## config.mk

```make
export PLATFORM = sky130hd
export DESIGN_NAME = spi_fifo_irq_unit
export DESIGN_NICKNAME = d
export VERILOG_FILES = /design/src/rtl/spi_fifo_irq_pkg.sv /design/src/rtl/spi_byte_fifo.sv /design/src/rtl/spi_irq_ctrl.sv /design/src/rtl/spi_fifo_irq_unit.sv
export SDC_FILE = /design/constraint.sdc
export NUM_CORES = 2
export LEC_CHECK = 0
export ABC_AREA = 1
export BUFFER_PORTS_ARGS = -buffer_cell sky130_fd_sc_hd__buf_4
export CORE_MARGIN = 2
export CORE_UTILIZATION = 40
export DETAILED_ROUTE_END_ITERATION = 10
export SLEW_MARGIN = 20
export SYNTH_ARGS = -nofsm -noshare
export SYNTH_HDL_FRONTEND = slang
export SYNTH_HIERARCHICAL = 1
export SYNTH_SLANG_ARGS = --single-unit
```

## constraint.sdc

```tcl
create_clock -name clk -period 3.6 [get_ports clk]
set_clock_uncertainty 0.1 [all_clocks]
set_input_delay 0.72 -clock clk [delete_from_list [all_inputs] [get_ports clk]]
set_output_delay 0.72 -clock clk [all_outputs]
set_load 0.01 [all_outputs]
```

## src/rtl/spi_fifo_irq_pkg.sv

```systemverilog
package spi_fifo_irq_pkg;

    localparam int ADDR_W  = 3;
    localparam int DATA_W  = 32;
    localparam int BYTE_W  = 8;
    localparam int LVL_W   = 7;

    localparam logic [ADDR_W-1:0] A_CTRL  = 3'd0;
    localparam logic [ADDR_W-1:0] A_LEVEL = 3'd1;
    localparam logic [ADDR_W-1:0] A_EN    = 3'd2;
    localparam logic [ADDR_W-1:0] A_PEND  = 3'd3;
    localparam logic [ADDR_W-1:0] A_TX    = 3'd4;
    localparam logic [ADDR_W-1:0] A_RX    = 3'd5;

    localparam int RX_FLUSH_BIT = 15;
    localparam int TX_FLUSH_BIT = 31;
    localparam int OVF_BIT      = 8;
    localparam int DONE_BIT     = 12;
    localparam int RX_LVL_LSB   = 0;
    localparam int TX_LVL_LSB   = 16;

    localparam int EV_OVF  = 0;
    localparam int EV_DONE = 1;
    localparam int NUM_EV  = 2;

    typedef enum logic [1:0] {
        FS_EMPTY = 2'd0,
        FS_FILL  = 2'd1,
        FS_FULL  = 2'd2
    } fifo_state_e;

endpackage

```

## src/rtl/spi_byte_fifo.sv

```systemverilog
module spi_byte_fifo
    import spi_fifo_irq_pkg::*;
#(
    parameter int DEPTH = 128,
    parameter int W     = 8,
    localparam int PTR_W = (DEPTH > 1) ? $clog2(DEPTH) : 1,
    localparam int CNT_W = $clog2(DEPTH + 1)
) (
    input  logic             clk,
    input  logic             rst_n,
    input  logic             flush,
    input  logic             push,
    input  logic [W-1:0]     push_data,
    input  logic             pop,
    output logic [W-1:0]     pop_data,
    output logic [CNT_W-1:0] occ,
    output logic             push_drop
);

    localparam logic [CNT_W-1:0] LAST  = CNT_W'(DEPTH - 1);
    localparam logic [CNT_W-1:0] ONE   = CNT_W'(1);
    localparam logic [PTR_W-1:0] P_END = PTR_W'(DEPTH - 1);

    fifo_state_e state_q, state_d;
    logic [PTR_W-1:0] wr_ptr, rd_ptr;
    logic [CNT_W-1:0] occ_q;
    logic [W-1:0]     mem [DEPTH];
    logic             is_full, is_empty;
    logic             do_push, do_pop;

    function automatic logic [PTR_W-1:0] bump(input logic [PTR_W-1:0] p);
        return (p == P_END) ? '0 : p + PTR_W'(1);
    endfunction

    // outputs of the occupancy state machine
    always_comb begin
        is_full  = (state_q == FS_FULL);
        is_empty = (state_q == FS_EMPTY);
    end

    assign do_push = push && !is_full && !flush;
    assign do_pop  = pop && !is_empty && !flush;

    // next-state logic
    always_comb begin
        state_d = state_q;
        unique case (state_q)
            FS_EMPTY: begin
                if (do_push) state_d = (DEPTH == 1) ? FS_FULL : FS_FILL;
            end
            FS_FILL: begin
                if (do_push && !do_pop && occ_q == LAST)
                    state_d = FS_FULL;
                else if (do_pop && !do_push && occ_q == ONE)
                    state_d = FS_EMPTY;
            end
            FS_FULL: begin
                if (do_pop) state_d = (DEPTH == 1) ? FS_EMPTY : FS_FILL;
            end
            default: state_d = FS_EMPTY;
        endcase
        if (flush) state_d = FS_EMPTY;
    end

    // state register
    always_ff @(posedge clk or negedge rst_n) begin
        if (!rst_n) state_q <= FS_EMPTY;
        else        state_q <= state_d;
    end

    always_ff @(posedge clk or negedge rst_n) begin
        if (!rst_n) begin
            wr_ptr <= '0;
            rd_ptr <= '0;
            occ_q  <= '0;
        end else if (flush) begin
            wr_ptr <= '0;
            rd_ptr <= '0;
            occ_q  <= '0;
        end else begin
            if (do_push) wr_ptr <= bump(wr_ptr);
            if (do_pop)  rd_ptr <= bump(rd_ptr);
            if (do_push && !do_pop)      occ_q <= occ_q + ONE;
            else if (do_pop && !do_push) occ_q <= occ_q - ONE;
        end
    end

    always_ff @(posedge clk) begin
        if (do_push) mem[wr_ptr] <= push_data;
    end

    assign pop_data  = is_empty ? '0 : mem[rd_ptr];
    assign occ       = occ_q;
    assign push_drop = push && is_full;

endmodule

```

## src/rtl/spi_irq_ctrl.sv

```systemverilog
module spi_irq_ctrl
    import spi_fifo_irq_pkg::*;
(
    input  logic              clk,
    input  logic              rst_n,
    input  logic [NUM_EV-1:0] event_set,
    input  logic              en_wr,
    input  logic              pend_wr,
    input  logic [NUM_EV-1:0] wbits,
    output logic [NUM_EV-1:0] pend,
    output logic [NUM_EV-1:0] en,
    output logic              irq
);

    logic [NUM_EV-1:0] pend_q, en_q, clr;

    assign clr = pend_wr ? wbits : '0;

    // a fresh event wins over a clear in the same cycle
    always_ff @(posedge clk or negedge rst_n) begin
        if (!rst_n) begin
            pend_q <= '0;
            en_q   <= '0;
        end else begin
            pend_q <= event_set | (pend_q & ~clr);
            if (en_wr) en_q <= wbits;
        end
    end

    assign pend = pend_q;
    assign en   = en_q;
    assign irq  = |(pend_q & en_q);

endmodule

```

## src/rtl/spi_fifo_irq_unit.sv

```systemverilog
module spi_fifo_irq_unit
    import spi_fifo_irq_pkg::*;
#(
    parameter int DEPTH = 128,
    localparam int CNT_W = $clog2(DEPTH + 1)
) (
    input  logic              clk,
    input  logic              rst_n,
    input  logic              sw_wr,
    input  logic              sw_rd,
    input  logic [ADDR_W-1:0] sw_addr,
    input  logic [DATA_W-1:0] sw_wdata,
    output logic [DATA_W-1:0] sw_rdata,
    input  logic              tx_pop,
    output logic [BYTE_W-1:0] tx_byte,
    input  logic              rx_push,
    input  logic [BYTE_W-1:0] rx_byte,
    input  logic              xfer_done,
    output logic              irq
);

    localparam logic [CNT_W-1:0] LVL_MAX = CNT_W'((1 << LVL_W) - 1);

    logic [CNT_W-1:0]  rx_occ, tx_occ;
    logic [BYTE_W-1:0] rx_head;
    logic              rx_drop, tx_drop_unused;
    logic              rx_flush, tx_flush, tx_load, rx_take;
    logic [NUM_EV-1:0] irq_pend, irq_en, ev_set, ev_bits;
    logic [DATA_W-1:0] rd_mux;

    function automatic logic [LVL_W-1:0] cap_level(input logic [CNT_W-1:0] c);
        return (c > LVL_MAX) ? LVL_W'(LVL_MAX) : LVL_W'(c);
    endfunction

    assign rx_flush = sw_wr && sw_addr == A_CTRL && sw_wdata[RX_FLUSH_BIT];
    assign tx_flush = sw_wr && sw_addr == A_CTRL && sw_wdata[TX_FLUSH_BIT];
    assign tx_load  = sw_wr && sw_addr == A_TX;
    assign rx_take  = sw_rd && sw_addr == A_RX;

    spi_byte_fifo #(.DEPTH(DEPTH), .W(BYTE_W)) i_tx_fifo (
        .clk       (clk),
        .rst_n     (rst_n),
        .flush     (tx_flush),
        .push      (tx_load),
        .push_data (sw_wdata[BYTE_W-1:0]),
        .pop       (tx_pop),
        .pop_data  (tx_byte),
        .occ       (tx_occ),
        .push_drop (tx_drop_unused)
    );

    spi_byte_fifo #(.DEPTH(DEPTH), .W(BYTE_W)) i_rx_fifo (
        .clk       (clk),
        .rst_n     (rst_n),
        .flush     (rx_flush),
        .push      (rx_push),
        .push_data (rx_byte),
        .pop       (rx_take),
        .pop_data  (rx_head),
        .occ       (rx_occ),
        .push_drop (rx_drop)
    );

    always_comb begin
        ev_set           = '0;
        ev_set[EV_OVF]   = rx_drop;
        ev_set[EV_DONE]  = xfer_done;
        ev_bits          = '0;
        ev_bits[EV_OVF]  = sw_wdata[OVF_BIT];
        ev_bits[EV_DONE] = sw_wdata[DONE_BIT];
    end

    spi_irq_ctrl i_irq (
        .clk       (clk),
        .rst_n     (rst_n),
        .event_set (ev_set),
        .en_wr     (sw_wr && sw_addr == A_EN),
        .pend_wr   (sw_wr && sw_addr == A_PEND),
        .wbits     (ev_bits),
        .pend      (irq_pend),
        .en        (irq_en),
        .irq       (irq)
    );

    always_comb begin
        rd_mux = '0;
        unique case (sw_addr)
            A_LEVEL: begin
                rd_mux[RX_LVL_LSB +: LVL_W] = cap_level(rx_occ);
                rd_mux[TX_LVL_LSB +: LVL_W] = cap_level(tx_occ);
            end
            A_EN: begin
                rd_mux[OVF_BIT]  = irq_en[EV_OVF];
                rd_mux[DONE_BIT] = irq_en[EV_DONE];
            end
            A_PEND: begin
                rd_mux[OVF_BIT]  = irq_pend[EV_OVF];
                rd_mux[DONE_BIT] = irq_pend[EV_DONE];
            end
            A_RX:    rd_mux[BYTE_W-1:0] = rx_head;
            default: rd_mux = '0;
        endcase
    end

    always_ff @(posedge clk or negedge rst_n) begin
        if (!rst_n)     sw_rdata <= '0;
        else if (sw_rd) sw_rdata <= rd_mux;
    end

endmodule

```

==> results.md <==
- Die X: 474.9 um
- Starting density of the core: 40.29%
- Vias in the first global route: 57.32k
- Relative slew slack: 33.91%
- Final setup viols: 8
- Worst-Skew Late Latency: 0.87 ns
- DRT iter0 DRCs: 6352
- IO Pins: 91
- Remaining antenna violation count: 0
- TritonCTS Buffers: 217
- Routed len/inst: 21.01 um
- Final hold slack: 0.1136 ns
- Share of cells above drive strength 1: 10.85%
- Hold/Removal Path Class: input port to register
- Post-layout util: 46.74%
- Failing checks: negative setup slack
- CP Cell Sequence: buf_12, buf_8, inv_16, buf_6, o21ai_0, nand2_1, a21oi_1, nand2_1, nand3_1, nand2_2, nor2_4, nor2_1, buf_4, buf_4
- Die area: 0.2255 sq mm
- CTS max path bufs: 3
- Vias per cell: 5.254
- CP delay by family, top: buffers and inverters
- Synth warnings: 6
- Met3 GRT Util: 3.555%
- Worst EP required: 2.78 ns
- Leak: 0.03799 uW
- Gpl congestion: 0.8900
- Max-Cap Viols: 0
- Cells after Synth: 8059
- Area of the mapped netlist: 0.08869 sq mm
- Most Crowded Layer GR: met2
- Placeable Area: 0.2202 sq mm
- F_max: 245.9 MHz
- Power Dens Cells: 726.6 mW/mm^2
- Crit end category: output pin
- Gr usage total: 20.93%
- Area Overhead vs Synth: 16.01%
- Worst path bufs/invs: 6
- Final setup TNS: -3.494 ns
- Grt total ovfl: 0
- Largest net degree at the start of global routing: 99
- Clk slew on worst S/H paths: 0.06 ns
- Final hold viol count: 0
- CTS tree: built
- CP Max Fanout: 17
- CP max-delay cell: dfrtp_4
- DP Worst Slack: -0.02316 ns
- DR pass1 iterations: 6
- Fin nets: 8360
- Met2 usage: 33.44%
- Mapped Avg Cell Area: 11.01 sq um
- RSZ-0062 raised after global routing: true
- Peak VDD IR: 586.9 uV
- Slowest stage delay, CP: 0.50 ns
- Port Buffers: 55
- Row Count: 172
- Via count: 60.10k
- Minimum clock period: 4.066 ns
- First-pass GRT wire length: 358600 um
- Die height: 474.9 um
- CP Class: register to output pin
- Final setup margin: -0.4663 ns
- Worst Tran Pin Value: 0.9852 ns
- DRC Markers: 0
- Grt met1 use: 29.29%
- Final cycle utilization of the critical path: 113.0%
- Clock sink total: 2117
- Post-DP HPWL: 138500 um
- CP arrival: 3.25 ns
- Setup crit start kind: register
- Initial antenna violation count: 3
- Detailed Route WL: 240300 um
- Slew Viols, Final: 0
- Root Buffer: clkbuf_16
- H-tree Lvls: 4
- Outcome: finished with violations
==> area by class of cell <==
type	instances	area, sq um
multi-input cells	5128	22190
inverters	356	1391
repair inverters	6	85.08
clock buffers	284	5898
fillers	19710	117300
diodes	1	2.502
flip-flops and latches	2117	63240
repair buffers	470	5258
clock inverters	119	1125
well taps	2958	3701
==> per-layer routing <==
| metal | part of all wire [%] | wire, um | vias up |
|---|---|---|---|
| li1 | - | - | 28000 |
| met1 | 42 | 102100 | 29260 |
| met2 | 46 | 111700 | 2443 |
| met3 | 8.4 | 20140 | 395 |
| met4 | 2.7 | 6394 | 0 |
| met5 | 0 | 0 | - |
==> tightest hold or removal path: stages <==
cell and delay (ns):
buf_4 0.18, nand2_1 0.08, nand2_1 0.05
==> worst paths after layout <==
| kind | to | from | cells past startpoint | slack, ns |
|---|---|---|---|---|
| setup reg to reg | sw_rdata[3] | i_rx_fifo/rd_ptr[0] | 17 | 0.37 |
| setup / recovery | tx_byte[5] | i_tx_fifo/rd_ptr[0] | 14 | -0.47 |
| hold reg to reg | sw_rdata[3] | sw_rdata[3] | 2 | 0.39 |
| hold / removal | sw_rdata[3] | sw_rd | 3 | 0.11 |
| max in group asynchronous | i_tx_fifo/rd_ptr[1] | rst_n | 2 | 2.43 |
| min in group asynchronous | sw_rdata[20] | rst_n | 2 | 0.39 |
==> metrics by stage <==
stage	area (sq um)	std cells	total power (uW)
after global routing	102900	11440	78160
final	102900	11440	74770
after CTS	102600	11430	74410
after detailed placement	94120	10980	50220
after floorplan	88740	8073	42150
after global placement	94120	10980	50070
==> report_power, final <==
part / switching, uW / total, uW / internal [uW]
clock network: 9470 / 22200 / 12700
registers: 424 / 27800 / 27400
logic: 16900 / 24700 / 7830
total: 26800 / 74800 / 48000
==> cell usage in the layout, fill, tap and decap left out, drive strengths merged <==
cell            n
nand2        2088
edfxtp       2048
nor2         1307
nand3         959
o21ai         507
buf           452
inv           360
clkbuf        291
a21oi         154
clkinv         98
dfrtp          69
nand4          23
bufinv         17
conb           15
o22ai          15
ha             14
nor3           13
xor2           11
o211ai          7
clkinvlp        6
bufbuf          6
dlygate4sd3     5
nor4            4
o31ai           3
a31oi           2
xnor2           2
diode           1
o221ai          1
or2             1
o32ai           1
a221oi          1
==> timing repair <==
action,CTS,global route
buffers inserted,11,5
setup endpoints to repair,8,8
hold buffers,5,0
gates cloned,23,8
endpoints found under the hold margin,73,0
pin swaps,33,8
gates resized for setup,188,35
==> state kept, by name (all words and copies together), names as in the netlist, 7 cells and up <==
signal and cells:
i_rx_fifo/wr_ptr 7, i_rx_fifo/rd_ptr 7, i_tx_fifo/occ 8, sw_rdata 17
i_tx_fifo/mem 1024, i_rx_fifo/mem 1024, i_tx_fifo/wr_ptr 7, i_rx_fifo/occ 8
i_tx_fifo/rd_ptr 7
Note: power is estimated with default switching activity, not from simulation.
